## src/rtl/tic_pkg.sv

```systemverilog
package tic_pkg;
   localparam int FLAG_N   = 6;
   localparam int EN_N     = 5;
   localparam int MATCH_N  = 4;
   localparam int F_OVF    = 4;
   localparam int F_UDF    = 5;
   localparam int E_OU     = 4;
   localparam int OFF_STS  = 0;
   localparam int OFF_ENA  = 1;
   localparam int OFF_CTL  = 2;

   typedef logic [FLAG_N-1:0] flags_t;
   typedef logic [EN_N-1:0]   enables_t;
endpackage

```

## src/rtl/tic_flag_bank.sv

```systemverilog
module tic_flag_bank
   import tic_pkg::*;
(
   input  logic                clk,
   input  logic                rst_n,
   input  logic                wr_en,
   input  logic [FLAG_N-1:0]   wr_mask,
   input  logic [FLAG_N-1:0]   events,
   output flags_t              flags
);
   flags_t flags_q;

   for (genvar b = 0; b < FLAG_N; b++) begin : g_bit
      always_ff @(posedge clk or negedge rst_n) begin
         if (!rst_n)
            flags_q[b] <= 1'b0;
         else if (events[b])
            flags_q[b] <= 1'b1;
         else if (wr_en && !wr_mask[b])
            flags_q[b] <= 1'b0;
      end
   end

   assign flags = flags_q;
endmodule

```

## src/rtl/tic_chan.sv

```systemverilog
module tic_chan
   import tic_pkg::*;
#(
   parameter int PRIO_W = 3
) (
   input  logic               clk,
   input  logic               rst_n,
   input  logic               wr_sts,
   input  logic               wr_ena,
   input  logic               wr_ctl,
   input  logic [7:0]         wdata,
   input  logic [MATCH_N-1:0] ev_match,
   input  logic               ev_ovf,
   input  logic               ev_udf,
   output flags_t             sts,
   output enables_t           ena,
   output logic [PRIO_W-1:0]  prio,
   output logic               req
);
   flags_t              ev_vec;
   flags_t              ena_wide;
   enables_t            ena_q;
   logic [PRIO_W-1:0]   prio_q;

   assign ev_vec = {ev_udf, ev_ovf, ev_match};

   tic_flag_bank u_flags (
      .clk     (clk),
      .rst_n   (rst_n),
      .wr_en   (wr_sts),
      .wr_mask (wdata[FLAG_N-1:0]),
      .events  (ev_vec),
      .flags   (sts)
   );

   always_ff @(posedge clk or negedge rst_n) begin
      if (!rst_n) begin
         ena_q  <= '0;
         prio_q <= '0;
      end else begin
         if (wr_ena) ena_q  <= wdata[EN_N-1:0];
         if (wr_ctl) prio_q <= wdata[PRIO_W-1:0];
      end
   end

   always_comb begin
      ena_wide               = '0;
      ena_wide[MATCH_N-1:0]  = ena_q[MATCH_N-1:0];
      ena_wide[F_OVF]        = ena_q[E_OU];
      ena_wide[F_UDF]        = ena_q[E_OU];
   end

   assign req  = |(sts & ena_wide);
   assign ena  = ena_q;
   assign prio = prio_q;
endmodule

```

## src/rtl/tic_arbiter.sv

```systemverilog
module tic_arbiter #(
   parameter int NUM_CH = 2,
   parameter int PRIO_W = 3,
   localparam int CH_W  = (NUM_CH > 1) ? $clog2(NUM_CH) : 1
) (
   input  logic [NUM_CH-1:0]        req,
   input  logic [NUM_CH*PRIO_W-1:0] prio_flat,
   input  logic                     gie,
   input  logic [PRIO_W-1:0]        ipl,
   output logic                     valid,
   output logic [CH_W-1:0]          ch,
   output logic [PRIO_W-1:0]        lvl
);
   always_comb begin
      valid = 1'b0;
      ch    = '0;
      lvl   = '0;
      for (int i = 0; i < NUM_CH; i++) begin
         if (gie && req[i] && prio_flat[i*PRIO_W +: PRIO_W] > ipl &&
             (!valid || prio_flat[i*PRIO_W +: PRIO_W] > lvl)) begin
            valid = 1'b1;
            ch    = CH_W'(i);
            lvl   = prio_flat[i*PRIO_W +: PRIO_W];
         end
      end
   end
endmodule

```

## src/rtl/tmr_irq_combiner.sv

```systemverilog
module tmr_irq_combiner
   import tic_pkg::*;
#(
   parameter int NUM_CH  = 2,
   parameter int PRIO_W  = 3,
   localparam int CH_W   = (NUM_CH > 1) ? $clog2(NUM_CH) : 1,
   localparam int ADDR_W = CH_W + 2
) (
   input  logic                      clk,
   input  logic                      rst_n,
   input  logic [ADDR_W-1:0]         reg_addr,
   input  logic [7:0]                reg_wdata,
   input  logic                      reg_we,
   output logic [7:0]                reg_rdata,
   input  logic [NUM_CH*MATCH_N-1:0] ev_match,
   input  logic [NUM_CH-1:0]         ev_ovf,
   input  logic [NUM_CH-1:0]         ev_udf,
   input  logic                      gie,
   input  logic [PRIO_W-1:0]         cpu_ipl,
   output logic [NUM_CH-1:0]         irq_req,
   output logic                      irq_out,
   output logic [CH_W-1:0]           irq_ch,
   output logic [PRIO_W-1:0]         irq_lvl
);
   if (NUM_CH < 1)
      $error("tmr_irq_combiner: NUM_CH must be at least 1");
   if (PRIO_W < 1 || PRIO_W > 7)
      $error("tmr_irq_combiner: PRIO_W must lie in 1..7");

   logic [CH_W-1:0]             sel_ch;
   logic [1:0]                  sel_off;
   logic [NUM_CH*FLAG_N-1:0]    sts_flat;
   logic [NUM_CH*EN_N-1:0]      ena_flat;
   logic [NUM_CH*PRIO_W-1:0]    prio_flat;

   assign sel_ch  = reg_addr[ADDR_W-1:2];
   assign sel_off = reg_addr[1:0];

   for (genvar c = 0; c < NUM_CH; c++) begin : g_ch
      logic hit;
      assign hit = reg_we && (int'(sel_ch) == c);

      tic_chan #(.PRIO_W(PRIO_W)) u_chan (
         .clk      (clk),
         .rst_n    (rst_n),
         .wr_sts   (hit && sel_off == 2'(OFF_STS)),
         .wr_ena   (hit && sel_off == 2'(OFF_ENA)),
         .wr_ctl   (hit && sel_off == 2'(OFF_CTL)),
         .wdata    (reg_wdata),
         .ev_match (ev_match[c*MATCH_N +: MATCH_N]),
         .ev_ovf   (ev_ovf[c]),
         .ev_udf   (ev_udf[c]),
         .sts      (sts_flat[c*FLAG_N +: FLAG_N]),
         .ena      (ena_flat[c*EN_N +: EN_N]),
         .prio     (prio_flat[c*PRIO_W +: PRIO_W]),
         .req      (irq_req[c])
      );
   end

   always_comb begin
      reg_rdata = '0;
      for (int c = 0; c < NUM_CH; c++) begin
         if (int'(sel_ch) == c) begin
            case (sel_off)
               2'(OFF_STS): reg_rdata[FLAG_N-1:0] = sts_flat[c*FLAG_N +: FLAG_N];
               2'(OFF_ENA): reg_rdata[EN_N-1:0]   = ena_flat[c*EN_N +: EN_N];
               2'(OFF_CTL): begin
                  reg_rdata[PRIO_W-1:0] = prio_flat[c*PRIO_W +: PRIO_W];
                  reg_rdata[PRIO_W]     = irq_req[c];
               end
               default: reg_rdata = '0;
            endcase
         end
      end
   end

   tic_arbiter #(.NUM_CH(NUM_CH), .PRIO_W(PRIO_W)) u_arb (
      .req       (irq_req),
      .prio_flat (prio_flat),
      .gie       (gie),
      .ipl       (cpu_ipl),
      .valid     (irq_out),
      .ch        (irq_ch),
      .lvl       (irq_lvl)
   );
endmodule

```

## config.mk

```make
export PLATFORM = sky130hd
export DESIGN_NAME = tmr_irq_combiner
export DESIGN_NICKNAME = d
export VERILOG_FILES = /design/src/rtl/tic_pkg.sv /design/src/rtl/tic_flag_bank.sv /design/src/rtl/tic_chan.sv /design/src/rtl/tic_arbiter.sv /design/src/rtl/tmr_irq_combiner.sv
export SDC_FILE = /design/constraint.sdc
export NUM_CORES = 1
export LEC_CHECK = 0
export BUFFER_PORTS_ARGS = -buffer_cell sky130_fd_sc_hd__clkbuf_2
export CORE_AREA = 4 4 51 99
export DETAILED_ROUTE_END_ITERATION = 8
export DIE_AREA = 0 0 55 103
export PLACE_DENSITY_LB_ADDON = 0.2
export SYNTH_ARGS = -nofsm -noshare
export SYNTH_HDL_FRONTEND = slang
export SYNTH_SLANG_ARGS = --single-unit
```

## constraint.sdc

```tcl
create_clock -name clk -period 5.7 [get_ports clk]
set_input_delay 0.855 -clock clk [delete_from_list [all_inputs] [get_ports clk]]
set_output_delay 0.855 -clock clk [all_outputs]
set_load 0.01 [all_outputs]
```

=== After elaboration in Yosys (flattened, before gate mapping) ===
Index checks and enable logic that the tools add are counted.

* Bits in registers: 28
* Bits in latches: 0
* Memory bits (writable): 0
* ROM bits: 0
* Input port bits: 30
* Output and inout port bits: 15
* Word-level logic and storage cells: 110
* Memories kept: 0

* Add/sub/neg operators: 0
* Multipliers: 0
* Div/mod/pow operators: 0
* Magnitude comparators: 3
* Equal/unequal tests: 2
* Shift operators: 0
* Multiplexer cells: 37
* Bitwise logic cells: 3
* Reduce and logical (&&, ||, !) cells: 49

{| class="wikitable"
|+ Operators by type and width
! kind !! count
|-
| 2-to-1 mux 1 bit || 28
|-
| logical AND 1 bit || 25
|-
| one-hot mux 4 bit (3 select lines) || 2
|-
| nonzero test 2 bit || 12
|-
| AND 6 bit || 2
|-
| 2-to-1 mux 6 bit || 2
|-
| OR reduction 6 bit || 2
|-
| > comparator 3 bit || 3
|-
| logical NOT 1 bit || 7
|-
| 2-to-1 mux 3 bit || 2
|-
| one-hot mux 1 bit (2 select lines) || 2
|-
| one-hot mux 1 bit (3 select lines) || 1
|-
| == test 2 x 1 -> 1 bit (second input constant) || 1
|-
| == test 2 bit (second input constant) || 1
|-
| logical NOT 2 bit || 1
|-
| OR reduction 2 bit || 1
|-
| logical OR 1 bit || 1
|-
| inverter 1 bit || 1
|}

=== Depth between registers and ports, before layout ===
Gate-level depths: netlist of the first run.

* Depth after elaboration: 9
* Gate-level depth with buffers: 12
* Gate-level depth less buffers: 12

=== Cells and area by module ===
From an unflattened synthesis of the first run, not the netlist that was laid out.

* Cells, all modules: 158
* Area total of the unflattened synthesis: 1766.7 um^2

{| class="wikitable"
|+ Modules (own cells, without submodules)
! module !! times used !! cells an instance !! area an instance (um^2) !! sequential area each (um^2)
|-
| tic_chan || 2 || 20 || 315.3 || 200.2
|-
| tic_flag_bank || 2 || 18 || 232.7 || 150.1
|-
| tmr_irq_combiner || 1 || 45 || 362.8 || 0.0
|-
| tic_arbiter || 1 || 37 || 307.8 || 0.0
|}

=== Worst setup path after synthesis of the first run ===
OpenSTA, ideal clock, no wires.

* Path kind: input-to-output
* Start: input cpu_ipl[1]
* End: output irq_lvl[0]
* Data arrival time: 2.843 ns
* Data required time: 4.845 ns
* Slack: 2.002 ns
* Cell stages on the path: 11
* Cells stage by stage: inv_1 -> ha_1 -> a31oi_1 -> and4_4 -> nand2_1 -> ha_1 -> nor2b_1 -> o21a_1 -> o21ai_1 -> a21oi_4 -> a22o_1

* Cells in the longest elaborated chain, start to end: 7
* Elaborated cells between the ends (all ways): 11
* Classes of those cells: 3 x order compare; 3 x mux; 5 x reduce/logical

{| class="wikitable"
|+ Ends and longest elaborated chain
! item !! line !! RTL
|-
| from (decl) || tmr_irq_combiner.sv:19 || <nowiki>input logic [PRIO_W-1:0] cpu_ipl,</nowiki>
|-
| > comparator 3 bit || tic_arbiter.sv:19 || <nowiki>if (gie && req[i] && prio_flat[i*PRIO_W +: PRIO_W] > ipl &&</nowiki>
|-
| logical AND 1 bit || tic_arbiter.sv:19 ||
|-
| 2-to-1 mux 3 bit or 2-to-1 mux 1 bit (tied branches) || tic_arbiter.sv:19 ||
|-
| > comparator 3 bit or logical NOT 1 bit (tied branches) || tic_arbiter.sv:20 || <nowiki>(!valid || prio_flat[i*PRIO_W +: PRIO_W] > lvl)) begin</nowiki>
|-
| logical OR 1 bit || tic_arbiter.sv:20 ||
|-
| logical AND 1 bit || tic_arbiter.sv:19 ||
|-
| 2-to-1 mux 3 bit (*) || tic_arbiter.sv:19 ||
|-
| to (decl) || tmr_irq_combiner.sv:23 || <nowiki>output logic [PRIO_W-1:0] irq_lvl</nowiki>
|}

Every way passes the cells marked *; elsewhere a longest branch is shown, timed or not.

=== Worst setup path in the final report of the first run ===
Ends and elaborated chain as after synthesis.

==> results of run 1 <==
-- metal layers --
| layer | up-vias | wire length [µm] | global-route usage |
|---|---|---|---|
| li1 | 662 | - | - |
| met1 | 676 | 1550 | 0.189 |
| met2 | 48 | 2380 | 0.304 |
| met3 | 10 | 187 | 0.0159 |
| met4 | 0 | 154 | 0.0730 |
| met5 | - | 0 | 0 |
-- synth_stat cells --
library cell	number
mux2_2	16
conb_1	1
a22o_1	3
and2_1	2
and4_4	1
o2111ai_2	1
nor4_1	1
o22ai_1	1
or2b_1	1
nor2b_1	5
a21oi_1	1
nand3_1	6
nor2_1	6
a31oi_1	1
o21ai_1	1
a22oi_1	6
o21a_1	3
clkbuf_1	2
buf_2	2
a221oi_1	1
nand2b_1	13
inv_1	8
a222oi_1	6
ha_1	13
dfrtp_1	28
a211oi_1	3
a21oi_4	1
nand2_1	7
o21ai_0	15
buf_4	4
a32oi_1	1
a221o_1	1
-- power breakdown --
group	total (mW)	internal (mW)	switching [mW]
registers	0.253	0.225	0.0280
logic	0.170	0.0837	0.0868
clock network	0.105	0.0474	0.0578
total	0.529	0.357	0.173
-- area by class of cell --
class                   instances  share of cell area
inverters                       8              0.0154
multi-input cells             118               0.467
well taps                      54              0.0346
repair buffers                 40               0.103
clock buffers                   3              0.0212
flip-flops and latches         28               0.359
-- registers in the layout, indices dropped and copies added (netlist names) --
| signal | cells |
|---|---|
| g_ch.u_chan.u_flags.flags | 12 |
| g_ch.u_chan.prio | 6 |
| g_ch.u_chan.ena | 10 |
-- through the flow --
step,hold slack [ps],cells,utilization,power [mW]
after floorplan,494,162,-,0.369
after global placement,510,248,0.445,0.418
after detailed placement,515,248,0.445,0.430
after CTS,535,251,0.454,0.534
after global routing,571,251,0.454,0.565
final,532,251,0.454,0.529
-- cell families (layout without fill, tap and decap cells) --
family | after synthesis | after routing | synth area share
compound gates | 45 | 45 | 0.197
fa+ha+maj | 13 | 13 | 0.0964
buf+inv | 16 | 51 | 0.0460
flops | 28 | 28 | 0.415
mux | 16 | 16 | 0.107
other cells | 1 | 2 | 0.00222
simple gates | 42 | 42 | 0.136
-- final timing paths --
check / startpoint / to / slack [ps] / cells after the start
hold reg to reg: g_ch[1].u_chan.ena[4] / g_ch[1].u_chan.ena[4] / 530 / 1
min in group asynchronous: rst_n / g_ch[0].u_chan.ena[2] / 610 / 1
setup reg to reg: g_ch[1].u_chan.prio[1] / g_ch[1].u_chan.prio[1] / 4850 / 1
hold / removal: g_ch[1].u_chan.ena[4] / g_ch[1].u_chan.ena[4] / 530 / 1
max in group asynchronous: rst_n / g_ch[1].u_chan.prio[0] / 4640 / 1
setup / recovery: cpu_ipl[1] / irq_lvl[0] / 1630 / 14
-- critical path: stages --
cell and delay, ps:
clkbuf_2 70, inv_1 50, ha_1 290, inv_1 40, o21ai_0 160, and4_4 300, nand2_1 80, ha_1 290
nor2b_1 140, o21a_1 160, o21ai_1 290, a21oi_4 120, a22o_1 250, clkbuf_2 130
==> results by group, run 1 <==
Global route
  – Largest net degree at the start of global routing: 29
  – GRT Util Overall: 0.168
  – First-pass GRT wire length: 6980 µm
  – Initial antenna violation count: 0
  – Vias in the first global route: 1471
  – Global route overflow: 0

Detailed routing
  – Post-route ant nets: 0
  – Total number of vias: 1396
  – Drt via density: 5.56
  – Drt pass-1 iters: 4
  – First DRT Iteration DRCs: 40
  – DRC viols: 0
  – Final Routed Wirelength: ~4300 µm
  – Wire per inst: 17.0 µm

Clock network
  – Clock sinks: 28
  – Clock buffer depth: 2
  – Root Buffer: clkbuf_8
  – Clock latency on the worst-skew pair: 270 ps
  – Cts bufs inserted: 3
  – CTS hold repair buffers: 0
  – Post-cts sizing count: 0
  – Clock Pin Slew Worst Setup and Hold Paths: 80 ps
  – H-tree Lvls: 1
  – Post-CTS Setup Repair Bufs: 0
  – CTS tree: done

Layout
  – FILL cells: about 430
  – Layout Area Growth over Synthesis: 15.7%
  – Most frequent cells in the layout: clkbuf_2, dfrtp_1, mux2_2, o21ai_0
  – Ant. Diodes: 0
  – Cell area after layout: 1950 µm²
  – NumNets Final: 242
  – Area of the multi-input gates: 912 µm²
  – Register area: 701 µm²
  – Commonest non-fill, non-tap cell in the layout: clkbuf_2
  – Layout cells sized above 1: 0.315

Timing
  – Period minus WS final: 4070 ps
  – Slew margin rel.: 0.534
  – Actual slew at the worst max-slew pin: approximately 700 ps
  – Period utilization: 0.714
  – Total negative slack: 0 ps
  – Fin worst setup slack: 1630 ps
  – Fmax: around 250 MHz
  – Final hold vios: 0
  – Final Setup Violations: 0
  – RSZ-0062 raised after global routing: false
  – Max Clock Skew: 0 ps
  – Final Max Slew Viols: 0

Synthesis
  – Yosys cell types: 32
  – Synth Instances: around 160
  – Cell Area, Synth: 1690 µm²
  – Largest cells by area after synthesis: dfrtp_1, mux2_2, ha_1
  – Yosys reg bits: 28
  – Sequential area share after synthesis: 0.415
  – Mapped Avg Cell Area: 10.5 µm²
  – Yosys top cell area share: 0.415
  – Biggest area consumer among synthesized cells: dfrtp_1
  – Synth warn: 0

Worst setup path
  – CP Capture Type: primary output
  – CP required: 4850 ps
  – Crit path DAT: 3210 ps
  – Max Fanout on Critical Path: 6
  – CP Launch Type: primary input
  – Kind of critical path: primary input to primary output

Hold path
  – Min-Delay Path Class: flop to flop

Placement
  – Post-DP Area: about 1900 µm²
  – Hpwl dp: 3530 µm
  – Final RePlAce weighted congestion: a little over 0.8
  – PortBufs: 40
  – Setup Slack @ Placement: 1640 ps

Floorplanning
  – I/O Pins: 45
  – Site Rows: 34
  – Die Wd: about 55 µm
  – Initial Util: 0.393
  – Die span in y: 103 µm
  – Die area: between 5000 and 6000 µm²
  – Core outline area: 4300 µm²

Power and ir drop
  – Peak supply drop: between 0.00015 and 0.0002 V
  – Pwr dens: about 270 nW/µm²
  – P_leak: 0.878 nW

Job
  – Max-cap violations: 0

Outcome
  – Status: finished, final reports clean
Note: power is estimated with default switching activity, not from simulation.
==> run 2, diff against run 1 <==
==> constraint.sdc (replaced) <==
create_clock -name clk -period 4 [get_ports clk]
set_input_delay 0.6 -clock clk [delete_from_list [all_inputs] [get_ports clk]]
set_output_delay 0.6 -clock clk [all_outputs]
set_load 0.01 [all_outputs]
==> run 2 against run 1 <==
Net effect: count of clock-buffer cells in the layout stayed put; clock skew stayed put; first-iteration DRC count stayed put; sequential power is 43% higher; cell area stayed put; utilization stayed put; clock power is 43% higher.
==> results by group, run 2 (same netlist as run 1, synthesis figures left out) <==
Detailed routing
  – Wire per inst: 17.0 µm (about the same)
  – Drt pass-1 iters: 4 (unchanged)
  – First DRT Iteration DRCs: 40 (unchanged)
  – DRC viols: 0 (unchanged)
  – Drt via density: 5.59 (+0.50%)
  – Post-route ant nets: 0 (unchanged)
  – Total number of vias: 1403 (+0.50%)
  – Final Routed Wirelength: 4270 µm (about the same)

Clock network
  – CTS tree: done
  – Root Buffer: clkbuf_8
  – Clock Pin Slew Worst Setup and Hold Paths: 90 ps (about the same)
  – H-tree Lvls: 1 (unchanged)
  – CTS hold repair buffers: 0 (unchanged)
  – Clock buffer depth: 2 (unchanged)
  – Clock latency on the worst-skew pair: 270 ps (about the same)
  – Post-cts sizing count: 0 (unchanged)
  – Cts bufs inserted: 3 (unchanged)
  – Clock sinks: 28 (unchanged)
  – Post-CTS Setup Repair Bufs: 0 (unchanged)

Job
  – Max-cap violations: 0 (unchanged)

Layout
  – Layout Area Growth over Synthesis: 15.7% (unchanged)
  – Layout cells sized above 1: 0.315 (unchanged)
  – Ant. Diodes: 0 (unchanged)
  – Most frequent cells in the layout: clkbuf_2, dfrtp_1, mux2_2, o21ai_0
  – Commonest non-fill, non-tap cell in the layout: clkbuf_2
  – Post-Route Utilization: 0.454 (unchanged)
  – Final non-filler cell total: 251 (unchanged)
  – Max reg flops: 12 (unchanged)
  – NumNets Final: 242 (unchanged)
  – Cell area after layout: 1950 µm² (unchanged)

Worst setup path
  – Top delay family on crit path: compound AO/OA/AOI/OAI gates
  – CP Capture Type: primary output
  – Cell Chain, Critical Path: ha_1 -> inv_1 -> o21ai_0 -> and4_4 -> nand2_1 -> ha_1 -> nor2b_1 -> o21a_1 -> o21ai_1 -> a21oi_4 -> a22o_1 -> clkbuf_2
  – WP buf/inv: 2 (-2)
  – Worst path max stage delay: 450 ps (+150 ps)
  – CP required: 3400 ps (-1450 ps)
  – CP Launch Type: flop
  – Crit path DAT: 2990 ps (-220 ps)
  – CP dominant cell by count: ha_1
  – Kind of critical path: flop to primary output
  – Max Fanout on Critical Path: 6 (unchanged)
  – Slowest-stage cell, CP: dfrtp_1

Power and ir drop
  – Pwr dens: 386 nW/µm² (+42%)
  – Combinational Power Share: 0.322 (about the same)
  – Internal Power: 0.508 mW (+42%)
  – Power Total: 0.754 mW (+42%)
  – P_sw: 0.246 mW (+42%)
  – P_leak: 0.878 nW (unchanged)
  – Sequential Power Share: 0.479 (about the same)
  – Clk pwr share: 0.199 (about the same)
  – Switch share: 0.326 (about the same)
  – Peak supply drop: 0.000243 V (+43%)

Timing
  – Actual slew at the worst max-slew pin: 698 ps (-0.743 ps)
  – Final hold vios: 0 (unchanged)
  – Fin worst setup slack: 412 ps (-1220 ps)
  – Final Setup Violations: 0 (unchanged)
  – Period utilization: 0.897
  – RSZ-0062 raised after global routing: false
  – Slew margin rel.: 0.535 (about the same)
  – Fmax: 279 MHz
  – Total negative slack: 0 ps (unchanged)
  – Period minus WS final: 3590 ps
  – Max Clock Skew: 0 ps (unchanged)
  – Final Max Slew Viols: 0 (unchanged)
  – Worst hold slack: 359 ps (-174 ps)

Floorplanning
  – Site Rows: 34 (unchanged)
  – Die area: 5670 µm² (unchanged)
  – Die span in y: 103 µm (unchanged)
  – Initial Util: 0.393 (unchanged)
  – Core outline area: 4300 µm² (unchanged)
  – I/O Pins: 45 (unchanged)
  – Die Wd: 55 µm (unchanged)

Global route
  – First-pass GRT wire length: 6990 µm (+0.20%)
  – Global route overflow: 0 (unchanged)
  – Initial antenna violation count: 0 (unchanged)
  – Largest net degree at the start of global routing: 29 (unchanged)
  – GRT Util Overall: 0.168 (+0.000285)
  – Vias in the first global route: 1470 (-0.068%)

Placement
  – # placed instances: 248 (unchanged)
  – Hpwl dp: 3530 µm (about the same)
  – PortBufs: 40 (unchanged)
  – Post-DP Area: 1910 µm² (unchanged)
  – Setup Slack @ Placement: 452 ps (-1190 ps)
  – Final RePlAce weighted congestion: 0.826 (unchanged)

Outcome
  – Status: finished, final reports clean

Hold path
  – Min-Delay Path Class: primary input to async pin
-- run 2: cell counts in the layout (fill, tap and decap cells not counted) --
No cell type changed its count.
-- run 2: per-layer routing --
layer  track usage  wire [µm]  vias up
met5             0          0        -
met3        0.0159        187       10
met2         0.304       2380       50
li1              -          -      662
met1         0.190       1550      681
met4        0.0730        154        0
-- run 2: layout make-up --
| type | count | area (µm²) |
|---|---|---|
| multi-input cells | 118 | 912 |
| fillers | 428 | 2340 |
| well taps | 54 | 67.6 |
| inverters | 8 | 30.0 |
| repair buffers | 40 | 200 |
| clock buffers | 3 | 41.3 |
| flip-flops and latches | 28 | 701 |
-- run 2: path summary, 6_finish.rpt --
kind	start	to	slack (ps)	cells past startpoint
worst min register to register	g_ch[1].u_chan.ena[4]	g_ch[1].u_chan.ena[4]	530	1
worst min-delay path	rst_n	g_ch[0].u_chan.ena[2]	360	1
worst max register to register	g_ch[1].u_chan.prio[1]	g_ch[1].u_chan.prio[1]	3150	1
min in group clk	ev_match[3]	g_ch[0].u_chan.u_flags.flags[3]	510	2
max in group asynchronous	rst_n	g_ch[1].u_chan.prio[0]	3200	1
worst max-delay path	g_ch[0].u_chan.prio[1]	irq_lvl[0]	410	12
-- run 2: power by group through the flow --
stage,Clock [mW],Combinational (mW),Sequential [mW]
floorplan,0,0.174,0.352
detailed placement,0,0.246,0.367
CTS,0.153,0.247,0.362
global route,0.164,0.275,0.367
global placement,0,0.230,0.365
finish,0.150,0.243,0.361
==> run 3, diff against run 2 <==
==> constraint.sdc (replaced) <==
create_clock -name clk -period 3.65 [get_ports clk]
set_input_delay 0.5475 -clock clk [delete_from_list [all_inputs] [get_ports clk]]
set_output_delay 0.5475 -clock clk [all_outputs]
set_load 0.01 [all_outputs]
==> run 3 against run 2 <==
Net effect: register-to-register slack got worse by 410 ps; cell count is 0.80% higher; worst hold slack lost 53 ps; sequential power increased by 8.3%; clock power grew 9%; cell area increased by 0.96%; power rose by 11%; non-clock buffer count increased by 2; global-route usage fell by 0.75 points; clock skew unchanged; sequential share of layout area is 0.34 points lower; combinational power increased by 17%; critical path type unchanged; largest power group unchanged.
==> results by group, run 3 (same netlist as run 1, synthesis figures left out) <==
Global route
  – Global route overflow: 0 (unchanged)
  – First-pass GRT wire length: 6600 µm (-5.5%)
  – Vias in the first global route: 1434 (-2.4%)
  – Initial antenna violation count: 0 (unchanged)
  – GRT Util Overall: 0.161 (-0.00746)
  – Largest net degree at the start of global routing: 29 (unchanged)

Worst setup path
  – Cell Chain, Critical Path: ha_1 -> nor2_1 -> a31oi_1 -> and4_4 -> nand2_1 -> ha_1 -> nor2b_1 -> o21a_1 -> o21ai_2 -> a21oi_4 -> a22o_1 -> clkbuf_2
  – Crit path DAT: 2880 ps (-110 ps)
  – CP Capture Type: primary output
  – CP required: 3100 ps (-300 ps)
  – Max Fanout on Critical Path: 6 (unchanged)
  – Top delay family on crit path: compound AO/OA/AOI/OAI gates
  – Slowest-stage cell, CP: dfrtp_1
  – CP Launch Type: flop
  – CP dominant cell by count: ha_1
  – Kind of critical path: flop to primary output
  – WP buf/inv: 1 (-1)
  – Worst path max stage delay: 460 ps (about the same)

Detailed routing
  – Final Routed Wirelength: 4270 µm (about the same)
  – Total number of vias: 1415 (+0.86%)
  – Drt pass-1 iters: 5 (+1)
  – Post-route ant nets: 0 (unchanged)
  – Wire per inst: 16.9 µm (-0.77%)
  – First DRT Iteration DRCs: 37 (-7.5%)
  – DRC viols: 0 (unchanged)
  – Drt via density: 5.59 (about the same)

Timing
  – RSZ-0062 raised after global routing: false
  – Slew margin rel.: 0.534 (-0.00104)
  – Period utilization: 0.940
  – Period minus WS final: 3430 ps
  – Final hold vios: 0 (unchanged)
  – Actual slew at the worst max-slew pin: 699 ps (+1.56 ps)
  – Final Setup Violations: 0 (unchanged)
  – Max Clock Skew: 0 ps (unchanged)
  – Fmax: 291 MHz
  – Total negative slack: 0 ps (unchanged)
  – Final Max Slew Viols: 0 (unchanged)

Clock network
  – Clock buffer depth: 2 (unchanged)
  – H-tree Lvls: 1 (unchanged)
  – Clock sinks: 28 (unchanged)
  – Post-cts sizing count: 0 (unchanged)
  – CTS tree: done
  – Post-CTS Setup Repair Bufs: 0 (unchanged)
  – Root Buffer: clkbuf_8
  – Cts bufs inserted: 3 (unchanged)
  – Clock latency on the worst-skew pair: 270 ps (about the same)
  – Clock Pin Slew Worst Setup and Hold Paths: 90 ps (about the same)
  – CTS hold repair buffers: 0 (unchanged)

Floorplanning
  – Initial Util: 0.393 (unchanged)
  – Die Wd: 55 µm (unchanged)
  – Die area: 5670 µm² (unchanged)
  – Site Rows: 34 (unchanged)
  – Core outline area: 4300 µm² (unchanged)
  – I/O Pins: 45 (unchanged)
  – Die span in y: 103 µm (unchanged)

Layout
  – NumNets Final: 244 (+0.83%)
  – Layout cells sized above 1: 0.327 (+0.0119)
  – Most frequent cells in the layout: clkbuf_2, dfrtp_1, mux2_2, o21ai_0
  – Max reg flops: 12 (unchanged)
  – Layout Area Growth over Synthesis: 16.8%
  – Ant. Diodes: 0 (unchanged)
  – Commonest non-fill, non-tap cell in the layout: clkbuf_2
  – Post-Route Utilization: 0.459 (+0.00437)

Power and ir drop
  – P_leak: 0.889 nW (+1.3%)
  – Pwr dens: 426 nW/µm² (+10%)
  – Peak supply drop: 0.000251 V (+3.3%)

Job
  – Max-cap violations: 0 (unchanged)

Hold path
  – Min-Delay Path Class: primary input to async pin

Placement
  – PortBufs: 40 (unchanged)
  – Final RePlAce weighted congestion: 0.832 (+0.74%)
  – Hpwl dp: 3520 µm (-0.14%)

Outcome
  – Status: finished, final reports clean
[run 3: cell count changes in the layout (fill, tap and decap cells not counted), sizes merged]
| cell | before | now |
|---|---|---|
| buf | 0 | 2 |
[run 3: where the power goes]
| group | switching [mW] | internal (mW) | total, mW |
|---|---|---|---|
| Clock | 0.0898 | 0.0741 | 0.164 |
| Combinational | 0.146 | 0.139 | 0.285 |
| Sequential | 0.0395 | 0.352 | 0.391 |
[run 3: through the flow]
| step | hold slack (ps) | instances | power [mW] | setup slack [ps] | cell area, µm² |
|---|---|---|---|---|---|
| global route | 345 | 253 | 0.894 | 59.9 | 1970 |
| detailed placement | 515 | 250 | 0.680 | 212 | 1930 |
| CTS | 326 | 253 | 0.842 | 117 | 1970 |
| global placement | 510 | 250 | 0.660 | 349 | 1930 |
| floorplan | 252 | 162 | 0.576 | 567 | 1690 |
| finish | 306 | 253 | 0.840 | 219 | 1970 |
[run 3: worst register-to-register path, delay by kind of cell (launching register included)]
family   cells  cell delay [ps]
buf+inv      1              160
flops        1              390
mux          1              260
[run 3: layout make-up]
type	count	area, µm²
Inverter	8	30.0
Clock buffer	3	41.3
Multi-Input combinational cell	118	916
Timing Repair Buffer	42	215
Sequential cell	28	701
Fill cell	418	2330
Tap cell	54	67.6
[run 3: worst paths after layout]
kind,from,end,slack [ps],cells after the start
setup / recovery,g_ch[0].u_chan.prio[2],irq_lvl[0],220,12
setup reg to reg,g_ch[0].u_chan.prio[1],g_ch[0].u_chan.prio[1],2740,2
min in group clk,ev_match[3],g_ch[0].u_chan.u_flags.flags[3],450,2
hold reg to reg,g_ch[1].u_chan.ena[4],g_ch[1].u_chan.ena[4],530,1
max in group asynchronous,rst_n,g_ch[1].u_chan.u_flags.flags[1],2900,1
hold / removal,rst_n,g_ch[0].u_chan.u_flags.flags[5],310,1
[run 3: per-layer routing]
metal,share of wire,global-route usage
met5,0,0
met4,0.032,0.0712
met3,0.049,0.0232
met2,0.55,0.299
met1,0.36,0.167
